File: config.mk
export PLATFORM = sky130hd
export DESIGN_NAME = wdg_supervisor
export DESIGN_NICKNAME = d
export VERILOG_FILES = /design/src/rtl/wdg_pkg.sv /design/src/rtl/wdg_sync.sv /design/src/rtl/wdg_pulse_meas.sv /design/src/rtl/wdg_reset_gen.sv /design/src/rtl/wdg_supervisor.sv
export SDC_FILE = /design/constraint.sdc
export NUM_CORES = 1
export LEC_CHECK = 0
export ABC_AREA = 1
export BUFFER_PORTS_ARGS = -buffer_cell sky130_fd_sc_hd__buf_4
export CAP_MARGIN = 20
export CORE_MARGIN = 1.5
export CORE_UTILIZATION = 45
export CTS_BUF_LIST = sky130_fd_sc_hd__clkbuf_8 sky130_fd_sc_hd__clkbuf_16
export DETAILED_ROUTE_END_ITERATION = 8
export MAX_ROUTING_LAYER = met4
export PLACE_DENSITY = 0.68
export SYNTH_ARGS = -nofsm -noshare
export SYNTH_HDL_FRONTEND = slang
export SYNTH_SLANG_ARGS = --single-unit
export TNS_END_PERCENT = 1
File: constraint.sdc
create_clock -name clk_i -period 3.6 [get_ports clk_i]
set_input_delay 0.18 -clock clk_i [delete_from_list [all_inputs] [get_ports clk_i]]
set_output_delay 0.18 -clock clk_i [all_outputs]
set_load 0.01 [all_outputs]
File: src/rtl/wdg_pkg.sv
package wdg_pkg;

   // Events derived from one synchronized level
   typedef struct packed {
      logic level;
      logic rise;
      logic fall;
   } wdg_edge_t;

   // Reason for a watchdog trip in the current cycle
   typedef enum logic [1:0] {
      TRIP_NONE   = 2'd0,
      TRIP_EXPIRE = 2'd1,
      TRIP_HELD   = 2'd2
   } wdg_trip_e;

   // Reset output sequencer state
   typedef enum logic {
      RG_HOLD = 1'b0,
      RG_RUN  = 1'b1
   } wdg_rg_state_e;

endpackage

File: src/rtl/wdg_sync.sv
module wdg_sync #(
   parameter int WIDTH  = 1,
   parameter int STAGES = 2
) (
   input  logic             clk_i,
   input  logic             arst_ni,
   input  logic [WIDTH-1:0] d_i,
   output logic [WIDTH-1:0] q_o
);

   if (STAGES < 1) begin : g_bad_stages
      $error("wdg_sync: STAGES must be at least 1");
   end

   if (STAGES == 1) begin : g_single
      logic [WIDTH-1:0] one_q;
      always_ff @(posedge clk_i or negedge arst_ni) begin
         if (!arst_ni) one_q <= '0;
         else          one_q <= d_i;
      end
      assign q_o = one_q;
   end else begin : g_chain
      logic [STAGES-1:0][WIDTH-1:0] chain_q;
      always_ff @(posedge clk_i or negedge arst_ni) begin
         if (!arst_ni) chain_q <= '0;
         else          chain_q <= {chain_q[STAGES-2:0], d_i};
      end
      assign q_o = chain_q[STAGES-1];
   end

endmodule

File: src/rtl/wdg_pulse_meas.sv
module wdg_pulse_meas
   import wdg_pkg::*;
#(
   parameter int CNT_W   = 8,
   parameter int SAT_VAL = 255
) (
   input  logic             clk_i,
   input  logic             arst_ni,
   input  logic             clr_i,
   input  logic             lvl_i,
   input  logic             tick_i,
   output wdg_edge_t        ev_o,
   output logic [CNT_W-1:0] width_o,
   output logic [CNT_W-1:0] width_nxt_o
);

   localparam logic [CNT_W-1:0] SatLim = CNT_W'(SAT_VAL);

   logic             prev_q;
   logic [CNT_W-1:0] width_q;
   logic [CNT_W-1:0] width_nxt;

   assign ev_o.level = lvl_i;
   assign ev_o.rise  = lvl_i & ~prev_q;
   assign ev_o.fall  = ~lvl_i & prev_q;

   // Width counts ticks while high; the first tick is counted on the rise
   always_comb begin
      width_nxt = width_q;
      if (ev_o.rise) begin
         width_nxt = {{(CNT_W-1){1'b0}}, tick_i};
      end else if (lvl_i && tick_i && (width_q != SatLim)) begin
         width_nxt = width_q + {{(CNT_W-1){1'b0}}, 1'b1};
      end
   end

   always_ff @(posedge clk_i or negedge arst_ni) begin
      if (!arst_ni) begin
         prev_q  <= 1'b0;
         width_q <= '0;
      end else begin
         prev_q  <= lvl_i;
         width_q <= clr_i ? '0 : width_nxt;
      end
   end

   assign width_o     = width_q;
   assign width_nxt_o = width_nxt;

endmodule

File: src/rtl/wdg_reset_gen.sv
module wdg_reset_gen
   import wdg_pkg::*;
#(
   parameter int HOLD_TICKS = 100
) (
   input  logic clk_i,
   input  logic arst_ni,
   input  logic tick_i,
   input  logic trip_i,
   output logic rst_no
);

   localparam int HW = $clog2(HOLD_TICKS + 1);
   localparam logic [HW-1:0] LastHold = HW'(HOLD_TICKS - 1);

   wdg_rg_state_e    state_q;
   logic [HW-1:0]    hold_q;

   always_ff @(posedge clk_i or negedge arst_ni) begin
      if (!arst_ni) begin
         state_q <= RG_HOLD;
         hold_q  <= '0;
      end else begin
         case (state_q)
            RG_RUN: begin
               if (trip_i) begin
                  state_q <= RG_HOLD;
                  hold_q  <= '0;
               end
            end
            default: begin
               if (tick_i) begin
                  if (hold_q == LastHold) begin
                     state_q <= RG_RUN;
                     hold_q  <= '0;
                  end else begin
                     hold_q <= hold_q + {{(HW-1){1'b0}}, 1'b1};
                  end
               end
            end
         endcase
      end
   end

   assign rst_no = (state_q == RG_RUN);

endmodule

File: src/rtl/wdg_supervisor.sv
module wdg_supervisor
   import wdg_pkg::*;
#(
   parameter int TICKS_PER_MS      = 1000,
   parameter int MAX_TICKS         = 10_000_000,
   parameter int MIN_REFRESH_TICKS = 1,
   parameter int RST_HOLD_TICKS    = 100,
   parameter int SYNC_STAGES       = 2
) (
   input  logic clk_i,
   input  logic tick_i,
   input  logic pwr_good_i,
   input  logic refresh_i,
   input  logic inhibit_i,
   output logic rst_n_o
);

   localparam int CNT_W = $clog2(MAX_TICKS + 1);
   localparam logic [CNT_W-1:0] MaxVal = CNT_W'(MAX_TICKS);
   localparam logic [CNT_W-1:0] MsVal  = CNT_W'(TICKS_PER_MS);
   localparam logic [CNT_W-1:0] MinVal = CNT_W'(MIN_REFRESH_TICKS);

   // Elaboration-time parameter checks
   if (MAX_TICKS <= TICKS_PER_MS + 1) begin : g_bad_window
      $error("wdg_supervisor: MAX_TICKS must exceed TICKS_PER_MS + 1");
   end
   if (MIN_REFRESH_TICKS < 1 || MIN_REFRESH_TICKS > TICKS_PER_MS) begin : g_bad_min
      $error("wdg_supervisor: MIN_REFRESH_TICKS out of range");
   end
   if (RST_HOLD_TICKS < 1) begin : g_bad_hold
      $error("wdg_supervisor: RST_HOLD_TICKS must be at least 1");
   end

   logic [1:0]       sync_s;
   logic             refresh_s;
   logic             inhibit_s;
   logic             in_reset;
   logic             rst_n;
   wdg_edge_t        ref_ev;
   logic [CNT_W-1:0] width_q;
   logic [CNT_W-1:0] width_nxt;
   logic [CNT_W-1:0] elapsed_q;
   logic [CNT_W-1:0] reload_q;
   logic             locked_q;
   logic [CNT_W:0]   elapsed_inc;
   logic             refresh_ok;
   logic             program_ok;
   logic             count_en;
   logic             expire;
   logic             held;
   wdg_trip_e        cause;
   logic             wd_trip;

   wdg_sync #(
      .WIDTH  (2),
      .STAGES (SYNC_STAGES)
   ) u_sync (
      .clk_i   (clk_i),
      .arst_ni (pwr_good_i),
      .d_i     ({inhibit_i, refresh_i}),
      .q_o     (sync_s)
   );

   assign refresh_s = sync_s[0];
   assign inhibit_s = sync_s[1];
   assign in_reset  = ~rst_n;

   wdg_pulse_meas #(
      .CNT_W   (CNT_W),
      .SAT_VAL (MAX_TICKS)
   ) u_meas (
      .clk_i       (clk_i),
      .arst_ni     (pwr_good_i),
      .clr_i       (in_reset),
      .lvl_i       (refresh_s),
      .tick_i      (tick_i),
      .ev_o        (ref_ev),
      .width_o     (width_q),
      .width_nxt_o (width_nxt)
   );

   // Refresh acceptance and one-shot programming window
   assign refresh_ok = ~in_reset & ref_ev.fall & (width_q >= MinVal);
   assign program_ok = refresh_ok & ~locked_q & (width_q > MsVal) & (width_q < MaxVal);

   // Elapsed counter runs only while refresh is low
   assign elapsed_inc = {1'b0, elapsed_q} + {{CNT_W{1'b0}}, 1'b1};
   assign count_en    = ~in_reset & ~ref_ev.level & tick_i & ~refresh_ok;
   assign expire      = count_en & (elapsed_inc >= {1'b0, reload_q});
   assign held        = ~in_reset & ref_ev.level & tick_i & (width_nxt >= reload_q);

   always_comb begin
      cause = TRIP_NONE;
      if (expire)    cause = TRIP_EXPIRE;
      else if (held) cause = TRIP_HELD;
   end

   assign wd_trip = (cause != TRIP_NONE) & ~inhibit_s;

   always_ff @(posedge clk_i or negedge pwr_good_i) begin
      if (!pwr_good_i) begin
         elapsed_q <= '0;
         reload_q  <= MaxVal;
         locked_q  <= 1'b0;
      end else if (in_reset) begin
         elapsed_q <= '0;
         reload_q  <= MaxVal;
         locked_q  <= 1'b0;
      end else begin
         if (refresh_ok) begin
            elapsed_q <= '0;
         end else if (count_en) begin
            elapsed_q <= expire ? '0 : elapsed_inc[CNT_W-1:0];
         end
         if (program_ok) begin
            reload_q <= width_q;
            locked_q <= 1'b1;
         end
      end
   end

   wdg_reset_gen #(
      .HOLD_TICKS (RST_HOLD_TICKS)
   ) u_rgen (
      .clk_i   (clk_i),
      .arst_ni (pwr_good_i),
      .tick_i  (tick_i),
      .trip_i  (wd_trip),
      .rst_no  (rst_n)
   );

   assign rst_n_o = rst_n;

endmodule

==> metrics.cfg, run 1 <==
[outcome]
status = finished, final reports clean

[final_layout]
most-common-layout-cells = nand2_1, inv_1, nor2_1, dfrtp_1, ha_1
antenna_cells = 0
nNetsFinal = 889
nFillCells = 1302
drive_gt1_share_pct = 12.0
layout_commonest_cell = nand2_1
area_growth_pct = 11.9
stdcell_count = 1011
fin_area_mm2 = 0.00684

[timing]
hold_viol = 0
period_share_pct = 92.7
setup_viol = 0
skew_ns = 0.0113
worst_slew_margin_rel_pct = 45.4
period_minus_slack_ns = 3.34
whs_ns = 0.136
fmax_mhz = 300
tightest_slew_ns = 0.819
drv_slew = 0
setup-tns-final_ns = 0

[worst_setup_path]
worstPathArrival_ns = 3.58
endpoint_kind = flop
path_cells = nand3_2 -> nor2_4 -> nand2_1 -> nor2_2 -> nand2_1 -> nor2_2 -> nand2_2 -> nor2_4 -> nand3_1 -> xor2_1 -> inv_1 -> ha_1 -> nand3_1 -> nor3_2 -> nand3_1 -> nor2_4 -> o21bai_1 -> nand2_1 -> nand2_2 -> buf_4 -> nand3_1 -> nand2_1
crit_end = u_rgen.hold_q[2]
critPathMaxStageDelay_ns = 0.41
cp_max_fo = 5
worstSetupStartpoint = elapsed_q[2]
rrSetupSlack_ns = 0.26
crit_type = flop to flop
cp-start-kind = flop
cp.required_ns = 3.84
r2r-start = elapsed_q[2]
r2r_end = u_rgen.hold_q[2]
cp_slowest_cell = dfrtp_1
rr_worst_depth = 22

[logic_synthesis]
synth_top_cell_area_share_pct = 31.9
synth.area.top_cells = dfrtp_1, ha_1, nand2_1, inv_1, xor2_1
synth_seq_area_share_pct = 35.4
synth_area_mm2 = 0.00611
yosysTopAreaCell = dfrtp_1
syn_area_per_cell_um2 = 7.60
yosys_register_bits = 86
synth_cell_type_count = 40
synth_cells = 805
ys_warn_count = 0
synth_nets = 864

[clock_tree]
root_buffer = clkbuf_16
cts_tree = yes
clock_latency_ns = 0.36
clkTransAtPathRegs_ns = 0.07
clock-sinks = 86
numCtsBuffers = 9
cts.htree.levels = 3
clockBufferDepth = 2

[global_route]
grt_pass1_wl_mm = 25.7
grt_pass1_vias = 5110
grt_max_degree = 63
gr-usage-all-layers_pct = 23.5
antenna_found_initial = 0
grt-ovfl-total = 0

[floorplanning]
core_area_mm2 = 0.0132
die_y_um = 120
dieArea_mm2 = 0.0143
io_pins = 6
start_util_pct = 46.2
die_w_um = 120
std_cell_rows = 42

[place]
dp.cells = 988
placed_area_mm2 = 0.00645
place.gp.congestion = 0.902
port_buffers = 5
place_hpwl_mm = 11.5

[route]
routedWlPerCell_um = 15.2
wirelength_mm = 15.4
vias = 5306
drtIter0Drc = 292
viasPerCell = 5.25
ant_nets = 0
drcViolationCount = 0
drt_pre_antenna_iters = 5

[pwr]
p_leak_nw = 3.44
ir_worst_vdd_mv = 0.369
pwr_density_cell_mw_per_mm2 = 342

[hold_path]
min_path_type = input port to flop
hp-start = tick_i

[job]
cap_violations = 0

==> where the power goes <==
part	switching, mW	internal, mW
Clock	0.406	0.463
Combinational	0.269	0.130
Sequential	0.0431	1.03
Total	0.718	1.62
==> state kept, by name (all words and copies together) (netlist names) <==
name and flops:
u_meas.prev_q 1, elapsed_q 24, u_sync.g_chain.chain_q 2, reload_q 24, u_rgen.hold_q 7, u_sync.q_o 2
u_rgen.rst_no 1, u_meas.width_o 24, locked_q 1
==> stage by stage <==
| stage | worst slack (ns) | utilization (%) | power [mW] |
|---|---|---|---|
| 3_3_place_gp | 0.250 | 48.7 | 1.47 |
| 5_1_grt | -0.0931 | 51.7 | 2.47 |
| 4_1_cts | 0.134 | 50.9 | 2.34 |
| 3_5_place_dp | 0.156 | 48.7 | 1.47 |
| 2_1_floorplan | 0.568 | - | 1.34 |
| 6_report | 0.264 | 51.7 | 2.34 |
==> Yosys cell counts (all sizes together) <==
cell	count
nand2	170
inv	123
nor2	89
dfrtp	78
ha	54
o21ai	48
nand3	37
xor2	36
nor3	35
a21oi	27
o22ai	25
nand4	23
clkbuf	13
buf	8
dfstp	8
nor4	6
a22o	5
and2	4
o21a	4
o21bai	3
xnor2	3
a21o	2
nand3b	2
o2111ai	1
o31ai	1
==> kinds of logic after synthesis <==
family / after synthesis / share of synthesized area, %
AND/OR/NAND/NOR: 366 / 27.0
buffers and inverters: 144 / 9.21
AO/OA/AOI/OAI: 116 / 11.8
flip-flops: 86 / 35.4
adder cells (fa/ha/maj): 54 / 11.0
XOR/XNOR: 39 / 5.59
==> critical path, delay by kind of cell (launching register included) <==
| kind | cells | cell delay, ns |
|---|---|---|
| compound gates | 1 | 0.08 |
| xor+xnor | 1 | 0.18 |
| fa+ha+maj | 1 | 0.29 |
| buf+inv | 2 | 0.22 |
| flops | 1 | 0.41 |
| simple gates | 17 | 2.06 |
==> cell type report <==
cell class | count | area (um^2) | area share [%]
clock buffers | 9 | 225 | 3.29
clock inverters | 7 | 41.3 | 0.604
inverters | 123 | 464 | 6.79
multi-input cells | 575 | 3460 | 50.5
flip-flops and latches | 86 | 2160 | 31.6
well taps | 176 | 220 | 3.22
repair buffers | 35 | 270 | 3.95
==> routing by layer <==
layer,vias up,GRT usage (%),routed length [um]
li1,2680,-,-
met1,2486,32.3,7320
met4,0,9.23,400
met3,24,2.28,558
met5,-,-,0
met2,116,36.3,7120
==> what timing repair did <==
| action | 4_1_cts | 5_1_grt |
|---|---|---|
| buffers inserted | 0 | 4 |
| endpoints found under the setup margin | 0 | 32 |
| gates resized for setup | 0 | 18 |
| hold endpoints to repair | 57 | 0 |
| hold buffers | 3 | 0 |
==> worst min-delay path by stage <==
stage                                     end  cells after the start
floorplan                        elapsed_q[0]                      0
global placement    u_sync.g_chain.chain_q[0]                      1
detailed placement  u_sync.g_chain.chain_q[0]                      1
CTS                          u_rgen.hold_q[1]                      3
global route                 u_rgen.hold_q[1]                      3
finish                       u_rgen.hold_q[1]                      3
Power figures use the tool's default switching activity.
==> run 2, diff against run 1 <==
Settings changed: BUFFER_PORTS_ARGS -buffer_cell sky130_fd_sc_hd__buf_4 to -buffer_cell sky130_fd_sc_hd__buf_2.
==> run 2 against run 1 <==
Compared with the run above: total power rose by 3.0%; global-route usage fell by 0.27 points; count of clock-buffer cells in the layout rose by 1; final cell count fell by 0.89%; design area fell by 1.0%; clock skew fell by 0.0029 ns; maximum frequency fell by 0.32%; critical path depth did not move.
==> metrics.cfg, run 2 (synthesis gave the netlist of run 1 again) <==
[worst_setup_path]
endpoint_kind = flop
cp_slowest_cell = dfrtp_1
crit_family = simple AND/OR/NAND/NOR gates
critPathMaxStageDelay_ns = 0.43
crit_type = flop to flop
worstPathArrival_ns = 3.63
cp-start-kind = flop
crit_path_frequent_cell = nand2_1
cp.required_ns = 3.88
cp_max_fo = 9
crit_buf_inv = 1
path_cells = nand3_2 -> nor2_2 -> nand2_1 -> nor2_2 -> nand2_1 -> nor2_4 -> nand2_2 -> nor2_4 -> nand2_1 -> xor2_1 -> inv_1 -> ha_1 -> nand3_1 -> nor3_4 -> nand3_1 -> nor2_2 -> o21bai_1 -> nand2_1 -> nand2_4 -> nand2_1 -> nand2_1 -> nand2_1

[final_layout]
post-route-util_pct = 51.1
drive_gt1_share_pct = 10.0
stdcell_count = 1002
nNetsFinal = 880
most-common-layout-cells = nand2_1, inv_1, nor2_1, dfrtp_1, ha_1
antenna_cells = 0
area_growth_pct = 10.7
layout_commonest_cell = nand2_1

[clock_tree]
cts_tree = yes
clkTransAtPathRegs_ns = 0.07
root_buffer = clkbuf_16
clockBufferDepth = 2
cts.htree.levels = 3
clock_latency_ns = 0.35
clock-sinks = 86
numCtsBuffers = 9

[timing]
fmax_mhz = 299
drv_slew = 0
setup_viol = 0
worst_slew_margin_rel_pct = 45.8
skew_ns = 0.00839
setup-tns-final_ns = 0
period_minus_slack_ns = 3.35
whs_ns = 0.175
hold_viol = 0
period_share_pct = 93.0
tightest_slew_ns = 0.813

[floorplanning]
die_w_um = 120
dieArea_mm2 = 0.0143
io_pins = 6
core_area_mm2 = 0.0132
die_y_um = 120
std_cell_rows = 42
start_util_pct = 46.2

[hold_path]
min_path_type = input port to flop

[global_route]
grt_pass1_wl_mm = 25.5
grt_pass1_vias = 5012
gr-usage-all-layers_pct = 23.3
antenna_found_initial = 0
grt-ovfl-total = 0
grt_max_degree = 63

[route]
drtIter0Drc = 352
routedWlPerCell_um = 15.3
drt_pre_antenna_iters = 5
wirelength_mm = 15.4
vias = 5269
ant_nets = 0
drcViolationCount = 0
viasPerCell = 5.26

[pwr]
p_leak_nw = 3.40
ir_worst_vdd_mv = 0.245
pwr_density_cell_mw_per_mm2 = 356

[job]
cap_violations = 0

[place]
place_hpwl_mm = 11.3
dp.cells = 982
port_buffers = 5
place.gp.congestion = 0.898

[outcome]
status = finished, final reports clean

[run 2: cell count changes in the layout (fill, tap and decap cells not counted), moves of 2 or more]
cell / delta
nor2_1: +2
buf_4: -13
buf_2: +4
clkinv_2: -3
nor3_1: +3
inv_1: +2
nor3_2: -3
[run 2: path summary, 6_finish.rpt]
kind                                            from                  to  slack (ns)  depth (start not counted)
max in group asynchronous                 pwr_good_i        elapsed_q[9]        2.27                          3
min in group asynchronous                 pwr_good_i  u_meas.width_o[18]        0.46                          2
hold reg to reg            u_sync.g_chain.chain_q[0]       u_sync.q_o[0]        0.35                          0
setup reg to reg                        elapsed_q[2]    u_rgen.hold_q[0]        0.25                         22
hold / removal                                tick_i    u_rgen.hold_q[1]        0.17                          3
setup / recovery                        elapsed_q[2]    u_rgen.hold_q[0]        0.25                         22
[run 2: worst reg2reg max path, delay by kind of cell (launching register included)]
kind	cells	cell delay, ns
AOI/OAI and AO/OA	1	0.10
DFF	1	0.43
adders and majority gates	1	0.30
and+or+nand+nor	18	2.22
buffers and inverters	1	0.07
xor gates and xnor gates	1	0.19
[run 2: power by group]
group / internal [mW] / switching [mW]
Clock: 0.550 / 0.395
Sequential: 1.03 / 0.0466
Combinational: 0.124 / 0.265
[run 2: per-layer routing]
layer  vias up  track usage (%)  part of all wire [%]
met2       120             36.5                    47
met4         0             6.25                   1.6
met5         -                -                     0
met3        19             3.14                   4.1
li1       2665                -                     -
met1      2465             31.9                    47
[run 2: area by class of cell]
class,count,area [um^2]
inverters,123,467
well taps,176,220
clock inverters,6,55.1
multi-input cells,575,3440
repair buffers,26,193
flip-flops and latches,86,2160
fillers,1291,6470
clock buffers,10,239
[run 2: what timing repair did]
| item | in CTS | in global routing |
|---|---|---|
| hold buffers | 3 | 0 |
| setup endpoints to repair | 0 | 32 |
| hold endpoints to repair | 55 | 0 |
| gates resized for setup | 0 | 14 |
| buffers inserted | 0 | 1 |
[run 2: stage by stage]
step | worst slack (ns) | instance area (um^2) | power (mW)
finish | 0.253 | 6770 | 2.41
global route | -0.0577 | 6770 | 2.52
CTS | 0.0900 | 6720 | 2.41
detailed placement | 0.183 | 6390 | 1.47
global placement | 0.267 | 6390 | 1.47
floorplan | 0.568 | 6110 | 1.34
==> run 3, diff against run 2 <==
Settings changed: REMOVE_ABC_BUFFERS set to 1, SLEW_MARGIN set to 20, SYNTH_HIERARCHICAL set to 1.
==> run 3 against run 2 <==
Compared with the run above: utilization fell by 0.76 points; count of clock-buffer cells in the layout rose by 1; highest routed layer unchanged; critical endpoint is now u_rgen/hold_q[1]; register-to-register slack improved by 0.03 ns; first-iteration DRC count grew 22%; die area up 9.3%; routed wire length is 7.7% higher; via count rose by 14%; global-route usage is 0.22 points lower; sequential power barely moved; worst hold slack improved by 0.095 ns.
==> metrics.cfg, run 3 <==
[outcome]
status = finished, final reports clean

[worst_setup_path]
endpoint_kind = flop
crit_type = flop to flop
cp-start-kind = flop
worstPathArrival_ns = 3.56
worstSetupStartpoint = elapsed_q[0]
cp.required_ns = 3.85
cp_max_fo = 7
r2r-start = elapsed_q[0]

[clock_tree]
clockBufferDepth = 2
cts_tree = yes
clock-sinks = 86
numCtsBuffers = 9
cts.htree.levels = 3
clock_latency_ns = 0.35
root_buffer = clkbuf_16
clkTransAtPathRegs_ns = 0.07

[floorplanning]
std_cell_rows = 44
dieArea_mm2 = 0.0156
start_util_pct = 46.1
io_pins = 6
die_w_um = 125
die_y_um = 125
core_area_mm2 = 0.0145

[logic_synthesis]
yosysMostFrequentCell = nand2_1
synth_cells = 965
synth_ff_type = dfrtp_1
synth-edff-count = 0
yosys-top-cells-count = nand2_1, inv_1, nor2_1
synth_cell_type_count = 41
yosys_register_bits = 86
yosysTopAreaCell = dfrtp_1
syn_area_per_cell_um2 = 6.94
synth_area_mm2 = 0.00670
async_reset_ff_share_pct = 100
synth_top_cell_area_share_pct = 29.1
synth.area.top_cells = dfrtp_1, nand2_1, ha_1, inv_1, nor2_1
ys_warn_count = 6
synth_seq_area_share_pct = 32.3

[global_route]
grt_max_degree = 58
antenna_found_initial = 0
grt-ovfl-total = 0
gr-usage-all-layers_pct = 23.1
grt_pass1_wl_mm = 28.0
grt_pass1_vias = 5751

[final_layout]
drive_gt1_share_pct = 11.2
most-common-layout-cells = nand2_1, inv_1, nor2_1, dfrtp_1, nand3_1
stdcell_count = 1168
area_growth_pct = 9.28
nNetsFinal = 1036
layout_commonest_cell = nand2_1
antenna_cells = 0

[pwr]
ir_worst_vdd_mv = 0.255
p_leak_nw = 3.84
pwr_density_cell_mw_per_mm2 = 347

[place]
place_hpwl_mm = 12.3
dp_slack_ns = 0.141
port_buffers = 5
place.gp.congestion = 0.874
dp.cells = 1148

[route]
wirelength_mm = 16.6
drtIter0Drc = 429
vias = 6025
ant_nets = 0
routedWlPerCell_um = 14.2
viasPerCell = 5.16
drcViolationCount = 0
drt_pre_antenna_iters = 6

[timing]
period_minus_slack_ns = 3.32
rsz0062_at_grt = no
period_share_pct = 92.1
hold_viol = 0
setup_viol = 0
fmax_mhz = 302
tightest_slew_ns = 0.759
skew_ns = 0.00597
worst_slack_ns = 0.284
setup-tns-final_ns = 0
worst_slew_margin_rel_pct = 49.4
drv_slew = 0

[hold_path]
min_path_type = input port to flop
hp-start = tick_i

[job]
cap_violations = 0

## run 3: changes by cell type after synthesis, moves of 21 or more
cell     delta
nand2_1   +111
nand3_1    +39
o21ai_0    -33
nor2_1     +27
inv_1      +24
nand4_1    +22
o21ai_2    +21
## run 3: what timing repair did
item / in CTS / in global routing
endpoints found under the setup margin: 0 / 8
gates resized for setup: 0 / 4
endpoints found under the hold margin: 55 / 0
hold buffers: 3 / 0
setup buffers: 0 / 1
## run 3: logic make-up after synthesis
kind of cell | share of synthesized area (%)
AND/OR/NAND/NOR | 36.6
buffers and inverters | 10.6
flip-flops | 32.3
AO/OA/AOI/OAI | 7.28
adder cells (fa/ha/maj) | 9.71
XOR/XNOR | 3.53
## run 3: final timing paths
path / endpoint / slack, ns / cells past startpoint
worst max-delay path: u_rgen/hold_q[1] / 0.28 / 21
max in group asynchronous: reload_q[15] / 2.24 / 3
worst min-delay path: u_rgen/rst_no / 0.27 / 5
worst max register to register: u_rgen/hold_q[1] / 0.28 / 21
worst min register to register: u_sync/q_o[0] / 0.36 / 0
min in group asynchronous: u_meas/width_o[4] / 0.41 / 2
## run 3: power breakdown
group	switching [mW]	internal (mW)
combinational	0.306	0.155
clock	0.413	0.570
sequential	0.0612	1.04
## run 3: per-stage QoR
stage	cell area (um^2)	hold WS, ns	power [mW]	util, %
after global routing	7320	0.321	2.68	50.4
after CTS	7300	0.269	2.56	50.2
final	7320	0.270	2.54	50.4
after floorplan	6550	-0.116	1.42	-
after detailed placement	6970	0.289	1.57	47.9
after global placement	6970	0.288	1.56	47.9
## run 3: area by class of cell
type / instances / area [um^2]
Fill cell: 1453 / 7210
Clock buffer: 11 / 253
Inverter: 149 / 559
Multi-Input combinational cell: 703 / 3840
Tap cell: 184 / 230
Clock inverter: 5 / 50.0
Sequential cell: 86 / 2160
Timing Repair Buffer: 30 / 223
## run 3: worst max-delay path, cell delays in order (launching register included)
cell,delay [ns]
dfrtp_1,0.41
ha_1,0.20
nand2_1,0.10
nor2_4,0.13
nand2_2,0.10
nor2_4,0.16
nand4_1,0.11
xor2_1,0.23
inv_1,0.08
ha_1,0.30
nand2_1,0.07
nor2_1,0.14
nand2_1,0.07
nor2_1,0.16
nand2_1,0.08
nand3_1,0.13
nor2_4,0.08
nand2_1,0.06
nand2_1,0.06
a21oi_2,0.20
a21oi_4,0.11
a22o_2,0.24
## run 3: routing by layer
layer	share of wire, %	wire length [um]	vias to the layer above	GRT usage [%]
met3	3.7	612	23	2.52
li1	-	-	3101	-
met5	0	0	-	-
met2	47	7830	111	37.1
met1	47	7780	2790	30.3
met4	2.0	336	0	8.09
